### config.mk
export PLATFORM = sky130hd
export DESIGN_NAME = stepper_seq
export DESIGN_NICKNAME = d
export VERILOG_FILES = /design/src/rtl/stp_pkg.sv /design/src/rtl/stp_regfile.sv /design/src/rtl/stp_run_fsm.sv /design/src/rtl/stp_phase_gen.sv /design/src/rtl/stepper_seq.sv
export SDC_FILE = /design/constraint.sdc
export NUM_CORES = 1
export LEC_CHECK = 0
export BUFFER_PORTS_ARGS = -buffer_cell sky130_fd_sc_hd__buf_2
export CAP_MARGIN = 20
export CORE_MARGIN = 4
export CORE_UTILIZATION = 45
export DETAILED_ROUTE_END_ITERATION = 10
export PLACE_DENSITY = 0.64
export SKIP_LAST_GASP = 1
export SYNTH_ARGS = -nofsm -noshare
export SYNTH_HDL_FRONTEND = slang
export SYNTH_SLANG_ARGS = --single-unit
export TNS_END_PERCENT = 30
### constraint.sdc
create_clock -name clk -period 3.8 [get_ports clk]
set_input_delay 0.38 -clock clk [delete_from_list [all_inputs] [get_ports clk]]
set_output_delay 0.38 -clock clk [all_outputs]
set_load 0.03 [all_outputs]
### src/rtl/stp_pkg.sv
package stp_pkg;

    localparam int NUM_PHASES = 4;
    localparam int POS_W      = 3;

    localparam logic [1:0] ADDR_CTRL = 2'd0;
    localparam logic [1:0] ADDR_BUF  = 2'd1;
    localparam logic [1:0] ADDR_CNT  = 2'd2;

    localparam int CTRL_MODE_LSB   = 0;
    localparam int CTRL_XFER_BIT   = 2;
    localparam int CTRL_DIR_BIT    = 3;
    localparam int CTRL_SINGLE_BIT = 4;
    localparam int CTRL_CLR_BIT    = 5;

    typedef enum logic [1:0] {
        ST_IDLE   = 2'd0,
        ST_RUN    = 2'd1,
        ST_FINISH = 2'd2
    } run_state_t;

    typedef enum logic [1:0] {
        MODE_FULL2    = 2'b00,
        MODE_FULL1    = 2'b01,
        MODE_HALF     = 2'b10,
        MODE_HALF_ALT = 2'b11
    } ex_mode_t;

endpackage

### src/rtl/stp_regfile.sv
module stp_regfile
    import stp_pkg::*;
#(
    parameter int DATA_W = 32,
    parameter int CNT_W  = 9,
    parameter int SPD_W  = 16
) (
    input  logic              clk,
    input  logic              rst,
    input  logic              wr_en,
    input  logic [1:0]        wr_addr,
    input  logic [DATA_W-1:0] wr_data,
    input  logic [1:0]        rd_addr,
    input  logic [CNT_W-1:0]  active_cnt,
    output logic [DATA_W-1:0] rd_data,
    output ex_mode_t          mode,
    output logic              dir,
    output logic [CNT_W-1:0]  buf_cnt,
    output logic [SPD_W-1:0]  buf_spd,
    output logic              cmd_xfer,
    output logic              cmd_single,
    output logic              cmd_clr
);

    localparam int SPD_LSB = DATA_W - SPD_W;

    logic [1:0] mode_q;
    logic       dir_q;
    logic       wr_ctrl;
    logic       wr_buf;
    logic       unused_bits;

    assign wr_ctrl    = wr_en && (wr_addr == ADDR_CTRL);
    assign wr_buf     = wr_en && (wr_addr == ADDR_BUF);
    assign cmd_xfer   = wr_ctrl && wr_data[CTRL_XFER_BIT];
    assign cmd_single = wr_ctrl && wr_data[CTRL_SINGLE_BIT];
    assign cmd_clr    = wr_ctrl && wr_data[CTRL_CLR_BIT];
    assign unused_bits = ^wr_data;

    always_ff @(posedge clk) begin
        if (rst) begin
            mode_q  <= '0;
            dir_q   <= 1'b0;
            buf_cnt <= '0;
            buf_spd <= '0;
        end else begin
            if (wr_ctrl) begin
                mode_q <= wr_data[CTRL_MODE_LSB +: 2];
                dir_q  <= wr_data[CTRL_DIR_BIT];
            end
            if (wr_buf) begin
                buf_cnt <= wr_data[CNT_W-1:0];
                buf_spd <= wr_data[SPD_LSB +: SPD_W];
            end
        end
    end

    assign mode = ex_mode_t'(mode_q);
    assign dir  = dir_q;

    always_comb begin
        rd_data = '0;
        unique case (rd_addr)
            ADDR_CTRL: begin
                rd_data[CTRL_MODE_LSB +: 2] = mode_q;
                rd_data[CTRL_DIR_BIT]       = dir_q;
            end
            ADDR_BUF: begin
                rd_data[CNT_W-1:0]         = buf_cnt;
                rd_data[SPD_LSB +: SPD_W]  = buf_spd;
            end
            ADDR_CNT: rd_data[CNT_W-1:0]   = active_cnt;
            default:  rd_data              = '0;
        endcase
    end

endmodule

### src/rtl/stp_run_fsm.sv
module stp_run_fsm
    import stp_pkg::*;
#(
    parameter int CNT_W = 9,
    parameter int SPD_W = 16
) (
    input  logic             clk,
    input  logic             rst,
    input  logic             cmd_xfer,
    input  logic             cmd_single,
    input  logic             cmd_clr,
    input  logic [CNT_W-1:0] buf_cnt,
    input  logic [SPD_W-1:0] buf_spd,
    output logic             step,
    output logic [CNT_W-1:0] active_cnt,
    output logic             irq,
    output run_state_t       state
);

    run_state_t       state_q, state_d;
    logic [CNT_W-1:0] cnt_q;
    logic [SPD_W-1:0] spd_q;
    logic [SPD_W-1:0] timer_q;
    logic             irq_q;
    logic             tick;

    assign tick = (timer_q == '0);

    // state register
    always_ff @(posedge clk) begin
        if (rst) state_q <= ST_IDLE;
        else     state_q <= state_d;
    end

    // transitions
    always_comb begin
        state_d = state_q;
        unique case (state_q)
            ST_IDLE: begin
                if (cmd_xfer)
                    state_d = (buf_cnt == '0) ? ST_FINISH : ST_RUN;
            end
            ST_RUN: begin
                if (tick && (cnt_q == CNT_W'(1)))
                    state_d = ST_FINISH;
            end
            ST_FINISH: state_d = ST_IDLE;
            default:   state_d = ST_IDLE;
        endcase
    end

    // step request: timer expiry in a run, or an on-demand step while idle
    always_comb begin
        step = 1'b0;
        unique case (state_q)
            ST_IDLE:   step = cmd_single && !cmd_xfer;
            ST_RUN:    step = tick;
            ST_FINISH: step = 1'b0;
            default:   step = 1'b0;
        endcase
    end

    // outputs and datapath
    always_ff @(posedge clk) begin
        if (rst) begin
            cnt_q   <= '0;
            spd_q   <= '0;
            timer_q <= '0;
            irq_q   <= 1'b0;
        end else begin
            unique case (state_q)
                ST_IDLE: begin
                    if (cmd_xfer) begin
                        cnt_q   <= buf_cnt;
                        spd_q   <= buf_spd;
                        timer_q <= buf_spd;
                    end
                end
                ST_RUN: begin
                    if (tick) begin
                        cnt_q   <= cnt_q - CNT_W'(1);
                        timer_q <= spd_q;
                    end else begin
                        timer_q <= timer_q - SPD_W'(1);
                    end
                end
                ST_FINISH: cnt_q <= buf_cnt;
                default: ;
            endcase
            if (state_q == ST_FINISH) irq_q <= 1'b1;
            else if (cmd_clr)         irq_q <= 1'b0;
        end
    end

    assign active_cnt = cnt_q;
    assign irq        = irq_q;
    assign state      = state_q;

endmodule

### src/rtl/stp_phase_gen.sv
module stp_phase_gen
    import stp_pkg::*;
(
    input  logic                  clk,
    input  logic                  rst,
    input  logic                  step,
    input  ex_mode_t              mode,
    input  logic                  dir,
    output logic [NUM_PHASES-1:0] phase
);

    logic [POS_W-1:0]      pos_q;
    logic [POS_W-1:0]      pos_d;
    logic [POS_W-1:0]      stride;
    logic [NUM_PHASES-1:0] phase_q;
    logic                  want_odd;

    function automatic logic [NUM_PHASES-1:0] pos_to_phase(input logic [POS_W-1:0] p);
        logic [1:0]            hi;
        logic [1:0]            lo;
        logic [NUM_PHASES-1:0] v;
        hi = 2'd3 - p[2:1];
        lo = hi - 2'd1;
        v  = 4'b0001 << hi;
        if (p[0]) v = v | (4'b0001 << lo);
        return v;
    endfunction

    assign want_odd = (mode == MODE_FULL2);

    always_comb begin
        unique case (mode)
            MODE_HALF, MODE_HALF_ALT: stride = POS_W'(1);
            MODE_FULL2, MODE_FULL1:
                stride = (pos_q[0] == want_odd) ? POS_W'(2) : POS_W'(1);
            default: stride = POS_W'(1);
        endcase
        pos_d = dir ? (pos_q - stride) : (pos_q + stride);
    end

    always_ff @(posedge clk) begin
        if (rst) begin
            pos_q   <= '0;
            phase_q <= '0;
        end else if (step) begin
            pos_q   <= pos_d;
            phase_q <= pos_to_phase(pos_d);
        end
    end

    assign phase = phase_q;

endmodule

### src/rtl/stepper_seq.sv
module stepper_seq
    import stp_pkg::*;
#(
    parameter int DATA_W = 32,
    parameter int CNT_W  = 9,
    parameter int SPD_W  = 16
) (
    input  logic              clk,
    input  logic              rst,
    input  logic              wr_en,
    input  logic [1:0]        wr_addr,
    input  logic [DATA_W-1:0] wr_data,
    input  logic [1:0]        rd_addr,
    output logic [DATA_W-1:0] rd_data,
    output logic [3:0]        phase,
    output logic              irq
);

    ex_mode_t         mode_w;
    logic             dir_w;
    logic [CNT_W-1:0] buf_cnt_w;
    logic [SPD_W-1:0] buf_spd_w;
    logic             cmd_xfer_w;
    logic             cmd_single_w;
    logic             cmd_clr_w;
    logic             step_w;
    logic [CNT_W-1:0] active_cnt_w;
    run_state_t       state_w;

    stp_regfile #(.DATA_W(DATA_W), .CNT_W(CNT_W), .SPD_W(SPD_W)) u_regs (
        .clk        (clk),
        .rst        (rst),
        .wr_en      (wr_en),
        .wr_addr    (wr_addr),
        .wr_data    (wr_data),
        .rd_addr    (rd_addr),
        .active_cnt (active_cnt_w),
        .rd_data    (rd_data),
        .mode       (mode_w),
        .dir        (dir_w),
        .buf_cnt    (buf_cnt_w),
        .buf_spd    (buf_spd_w),
        .cmd_xfer   (cmd_xfer_w),
        .cmd_single (cmd_single_w),
        .cmd_clr    (cmd_clr_w)
    );

    stp_run_fsm #(.CNT_W(CNT_W), .SPD_W(SPD_W)) u_fsm (
        .clk        (clk),
        .rst        (rst),
        .cmd_xfer   (cmd_xfer_w),
        .cmd_single (cmd_single_w),
        .cmd_clr    (cmd_clr_w),
        .buf_cnt    (buf_cnt_w),
        .buf_spd    (buf_spd_w),
        .step       (step_w),
        .active_cnt (active_cnt_w),
        .irq        (irq),
        .state      (state_w)
    );

    stp_phase_gen u_phase (
        .clk   (clk),
        .rst   (rst),
        .step  (step_w),
        .mode  (mode_w),
        .dir   (dir_w),
        .phase (phase)
    );

endmodule

* Yosys cells after proc, flatten, opt, wreduce, memory -nomap -nowiden
Cells that the tools add are included.
** Storage, ports and cells
- Memory bits (read-only) :: 0
- Input bits :: 39
- Bits in writable memories :: 0
- Flip-flop bits (word level) :: 79
- Memories :: 0
- Word-level logic and storage cells :: 78
- Latch bits :: 0
** Cells by class
- Add/subtract/negate cells :: 6
- $lt $le $gt $ge :: 0
- Shifts and indexed selects :: 2
- Reductions and logical operators :: 23
- Mux-type cells :: 22
- Multipliers :: 0
- Div/mod/pow operators :: 0
- Equal/unequal tests :: 13
- Bitwise gates (word level) :: 1
** Operator list (number)
- $mux 16 :: 3
- $pmux 16 s2 :: 1
- $pmux 9 s3 :: 1
- $mux 9 :: 2
- $logic_not 16->1 :: 1
- $sub 16x1->16 const B :: 1
- $pmux 5 s2 :: 1
- $eq 9x1->1 const B :: 1
- $logic_not 9->1 :: 1
- $sub 9x1->9 const B :: 1
- $eq 2x1->1 const B :: 4
- $eq 2x2->1 const B :: 4
- $logic_not 2->1 :: 4
- $mux 2 :: 4
- $shl 1x2->4 const A :: 2
- $logic_and 1x1->1 :: 7
- $ne 2x1->1 const B :: 3
- $pmux 2 s3 :: 1
- $pmux 3 s2 :: 1
- $reduce_and 2->1 :: 3
- $mux 4 :: 1
- $or 4x4->4 :: 1
- $pmux 1 s2 :: 2
- $pmux 2 s2 :: 1
- other kinds (13) :: 16

* Depth between registers and ports, before layout
- Word-level depth :: 11
- Gate-level depth with buffers :: 11
- Gate-level depth less buffers :: 11

* Hierarchy
Synthesis repeated with hierarchy kept, for this count alone.
** Second synthesis, totals
- Cell total of the unflattened synthesis :: 559
- Area total of the unflattened synthesis :: 4565.6 um^2
** Modules (own cells, without submodules)
- stp_run_fsm :: cells an instance 340, area an instance 2493.6 um^2, sequential area each 880.8 um^2, times used 1
- stp_regfile :: cells an instance 174, area an instance 1636.6 um^2, sequential area each 560.5 um^2, times used 1
- stp_phase_gen :: cells an instance 45, area an instance 435.4 um^2, sequential area each 140.1 um^2, times used 1

* Least setup slack after synthesis
Ideal clock, no wire load.
- Path kind :: reg2reg
- From :: register u_regs.mode_q[0] (netlist: u_regs.mode[0])
- To :: register u_phase.phase_q[1] (netlist: u_phase.phase[1])
- Path buffers :: 0
- Library setup time :: 0.128 ns
- Required time :: 3.672 ns
- Cell stages (with the launch flop) :: 12
- Arrival :: 2.052 ns
- Slack :: 1.621 ns
- Path through :: dfxtp_1 -> xnor2_1 -> o21ai_0 -> fa_1 -> xnor2_1 -> xnor2_1 -> inv_1 -> ha_1 -> nor2_1 -> a21oi_1 -> mux2i_1 -> nor2_1
** Between the ends
- Cells in the longest elaborated chain, start to end :: 11
- Elaborated cells between the ends (all ways) :: 18
** Ends and longest elaborated chain
- from (decl) :: RTL line stp_regfile.sv:27 : logic [1:0] mode_q;
- from (signal assigned) :: RTL line stp_regfile.sv:48 : mode_q <= wr_data[CTRL_MODE_LSB +: 2];
- $logic_not 2->1 :: RTL line stp_phase_gen.sv:29, stp_phase_gen.sv:32
- $eq 1x1->1 :: RTL line stp_phase_gen.sv:35 : stride = (pos_q[0] == want_odd) ? POS_W'(2) : POS_W'(1);
- $mux 2 :: RTL line stp_phase_gen.sv:35
- $pmux 3 s2 (*) :: RTL line stp_phase_gen.sv:32 : unique case (mode)
- $add 3x3->3 / $sub 3x3->3 (equally long branches) :: RTL line stp_phase_gen.sv:38 : pos_d = dir ? (pos_q - stride) : (pos_q + stride);
- $mux 3 (*) :: RTL line stp_phase_gen.sv:38
- net u_phase.pos_d[2] :: RTL line stp_phase_gen.sv:13 : logic [POS_W-1:0] pos_d;
- $sub 2x2->2 (*) :: RTL line stp_phase_gen.sv:22 : hi = 2'd3 - p[2:1];
- $sub 2x1->2 :: RTL line stp_phase_gen.sv:23 : lo = hi - 2'd1;
- $shl 1x2->4 :: RTL line stp_phase_gen.sv:25 : if (p[0]) v = v | (4'b0001 << lo);
- $or 4x4->4 :: RTL line stp_phase_gen.sv:25
- $mux 4 (*) :: RTL line stp_phase_gen.sv:25
- to (signal assigned) :: RTL line stp_phase_gen.sv:47 : phase_q <= pos_to_phase(pos_d);
- to (decl) :: RTL line stp_phase_gen.sv:15 : logic [NUM_PHASES-1:0] phase_q;
The timed path passes the listed nets; every way through them passes the cells marked *. The select of a mux whose other input is x is not followed.
A chain may end at the register's enable or synchronous reset.

* Worst setup path in the final report
Same ends and word-level chain as after synthesis.

==> reports/qor_table.md <==
| Quantity | Reported |
|---|---|
| Signed area change from the synthesized netlist to the final layout | 12.2% |
| Max-capacitance violation count | 0 |
| Num ports | 76 |
| Most common cell after layout, fill and taps aside | nand2_1 |
| Sum Neg Setup Slack | 0 ns |
| Clock buffers created by TritonCTS | 9 |
| Violation count after the first detailed-route iteration | 268 |
| Residual DRC count | 0 |
| Aggregate global-route resource usage | 19.7% |
| Total of hold buffers inserted after clock tree synthesis | 0 |
| Via Count | 3975 |
| Count of final max-slew check failures | 0 |
| Register-to-Register Path Depth | 11 |
| Crit path kind | reg2reg |
| CTS HTree Levels | 3 |
| Max IR drop VDD | 0.203 mV |
| Placed standard-cell area | 0.00457 mm² |
| Via density per instance | 5.52 |
| Area of the die | 0.0111 mm² |
| Worst-case headroom to the max-slew limit | 33.9% |
| Launch instance of the worst register-to-register path | u_regs.mode[0]$_SDFFE_PP0N_ |
| Total global routing overflow | 0 |
| Post-synth ARST share | 0% |
| DP HPWL | 7.56 mm |
| Number of endpoints failing setup at the final stage | 0 |
| Final hold slack | 0.248 ns |
| Pin count of the biggest net entering global routing | 69 |
| Startpoint kind of the worst setup timing path | flop |
| Register bit total from synthesis | 79 |
| Global-route wire length before repair | 17.9 mm |
| Non-filler cells in the finished layout | 720 |
| Hold/Removal Path Class | in2reg |
| Proportion of synthesized chip area in sequential cells | 37.1% |
| Critical path endpoint category | flop |
| Worst reg-to-reg setup slack | 1.29 ns |
| Routed wire length per instance | 14.9 µm |
| Min-Delay Startpoint | wr_data[24] |
| Commonest cells after routing, fill and taps aside | 118 x nand2_1, 79 x dfxtp_1, 61 x buf_2 |
| Post-route minimum period | 2.51 ns |
| Count of cells along the worst hold path | 3 |
| Total iterations of the first detailed-routing run | 6 |
| Starting density of the core | 46.1% |
| Avg Cell Area, Syn | 7.84 µm² |
| Fraction of layout cells with a size suffix above 1 | 16.2% |
| CTS tree | done |
| Count of antenna diodes in the layout | 0 |
| Post-layout total power | 1.84 mW |
| Number of setup buffers added after CTS | 0 |
| Floorplan core area | 0.00924 mm² |
| Post-DRT Antenna Nets | 0 |
| DIE HEIGHT | 105 µm |
| Final weighted congestion in routability-driven placement | 0.841 |
| Total instance count after detailed placement | 704 |
| RSZ-0062 raised after global routing | no |
| Post-detailed-routing wire length | 10.7 mm |
| Worst-case hold path end point | u_regs.buf_spd[8]$_SDFFE_PP0P_ |
| Clock-pin slew on the worst setup and hold paths | 0.09 ns |
| Total Nets Final | 638 |
| Data arrival time of the worst path | 2.74 ns |
| Slew @ Worst Pin | 0.990 ns |
| Source-to-sink clock delay at the later pin of the worst-skew pair | 0.36 ns |
| Number of antenna violations at the first check in global routing | 0 |
| Run status | completed |
| Count of different cell masters after synthesis | 62 |
| Number of buffers on the longest clock path | 2 |
| Post-cts sizing count | 0 |
| Fin Clk Skew | 0.0105 ns |
| Yosys synthesis warning count | 0 |
| EDFF count, synth | 0 |
| Fmax | 398 MHz |
| Post-synthesis instance total | 543 |
| Hold violation total from the final report | 0 |
| Terminus of the critical flop-to-flop path | u_phase.phase[1]$_SDFFE_PP0P_ |
| CP max FO | 5 |
| Dominant register cell in the synthesized netlist | dfxtp_1 |
| Horizontal extent of the die | 105 µm |
| Final Cycle Share | 66.1% |
| Area of all placed cells without fillers | 0.00478 mm² |
| Standard-cell rows | 35 |
| Power density over the cells | 385 mW/mm² |
| Number of buffer cells added on primary ports | 61 |
| P_leak | 1.84 nW |
| Post-Syn Area | 0.00426 mm² |
| CTS sink cnt | 79 |
| Required time of the critical path | 4.03 ns |
| Clk root buf | clkbuf_8 |
| Via count of the first global-routing pass | 3540 |
[metrics by stage]
| stage | setup slack (ns) | util, % |
|---|---|---|
| floorplan | 1.62 | - |
| global placement | 1.40 | 49.5 |
| detailed placement | 1.31 | 49.5 |
| CTS | 1.28 | 51.7 |
| global route | 1.03 | 51.7 |
| finish | 1.29 | 51.7 |
[layer usage]
metal / share of wire, % / up-vias / track usage [%]
met3: 6.3 / 7 / 2.88
li1: - / 1967 / -
met1: 50 / 1861 / 30.0
met5: 0 / - / 0
met4: 0.96 / 0 / 6.65
met2: 43 / 140 / 28.2
[cell type report]
cell class	count	area, µm²
fill	914	4460
timing repair buffer	63	320
sequential	79	1580
multi-input combinational	420	2460
clock inverter	7	80.1
inverter	13	48.8
clock buffer	9	124
tap	129	161
[Yosys cell counts, types with 2 or more instances]
library cell  instances  share of area (%)
mux2i_1               9                2.1
inv_1                13                1.1
o21ai_1               2               0.24
a221oi_1              3               0.62
nand2_1             118                 10
dfxtp_1              79                 37
a222oi_1              3               0.71
nor2_1               32                2.8
o21ai_2               2               0.41
nand3b_1              3               0.53
o211ai_1              8                1.4
buf_4                 9                1.6
nand3_1               8               0.94
and2_1               17                2.5
o21ai_0              26                3.1
o22ai_1               7                1.0
nor3_1                9                1.1
xor2_1                7                1.4
a22oi_1               7                1.2
clkbuf_1             23                2.0
ha_1                 12                3.5
a31oi_1               3               0.44
nor3_4                3                1.1
a311oi_1              5                1.0
and3_2                2               0.35
or3_1                 2               0.29
nand2b_1              5               0.73
buf_2                 4               0.47
a21oi_1              60                7.1
o21a_1               11                1.9
nor4_1                4               0.59
xnor2_1               7                1.4
nand4b_1              3               0.62
nor2b_1               7                1.0
a211oi_1              3               0.53
[worst max-delay path, cell delays in order (launching register included)]
cell	delay, ns
dfxtp_1	0.46
xnor2_1	0.15
o21ai_0	0.12
fa_1	0.42
xnor2_1	0.15
xnor2_1	0.39
inv_1	0.14
ha_1	0.23
nor2_1	0.10
a21oi_1	0.05
mux2i_1	0.14
nor2_1	0.05
[sequential cells by signal, summed over array words and instances (netlist names), 2 cells and up]
signal	flops
u_regs.buf_cnt	9
u_fsm.spd_q	16
u_regs.mode	2
u_phase.phase	4
u_phase.pos_q	3
u_fsm.state	2
u_fsm.timer_q	16
u_fsm.active_cnt	9
u_regs.buf_spd	16
[kinds of logic (layout without fill, tap and decap cells)]
kind of cell / Yosys count / count (layout) / synth area share, %
AOI/OAI and AO/OA: 151 / 151 / 22.2
xor gates and xnor gates: 14 / 14 / 2.88
adders and majority gates: 13 / 13 / 4.00
buffers and inverters: 50 / 92 / 5.55
DFF: 79 / 79 / 37.1
muxes: 9 / 9 / 2.12
other: 1 / 7 / 0.0881
and+or+nand+nor: 226 / 226 / 26.1
[power by group]
| group | internal, mW | switching [mW] |
|---|---|---|
| clock | 0.310 | 0.340 |
| sequential | 0.853 | 0.0338 |
| combinational | 0.119 | 0.186 |
[worst max path at each step]
stage                           startpoint                             to  slack (ns)
6_report       u_regs.mode[0]$_SDFFE_PP0N_  u_phase.phase[1]$_SDFFE_PP0P_        1.29
5_1_grt        u_regs.mode[0]$_SDFFE_PP0N_  u_phase.phase[1]$_SDFFE_PP0P_        1.03
4_1_cts        u_regs.mode[0]$_SDFFE_PP0N_  u_phase.phase[1]$_SDFFE_PP0P_        1.28
3_5_place_dp   u_regs.mode[0]$_SDFFE_PP0N_  u_phase.phase[1]$_SDFFE_PP0P_        1.31
3_3_place_gp   u_regs.mode[0]$_SDFFE_PP0N_  u_phase.phase[1]$_SDFFE_PP0P_        1.40
2_1_floorplan  u_regs.mode[0]$_SDFFE_PP0N_  u_phase.phase[1]$_SDFFE_PP0P_        1.62
(Power assumes the default switching activity.)
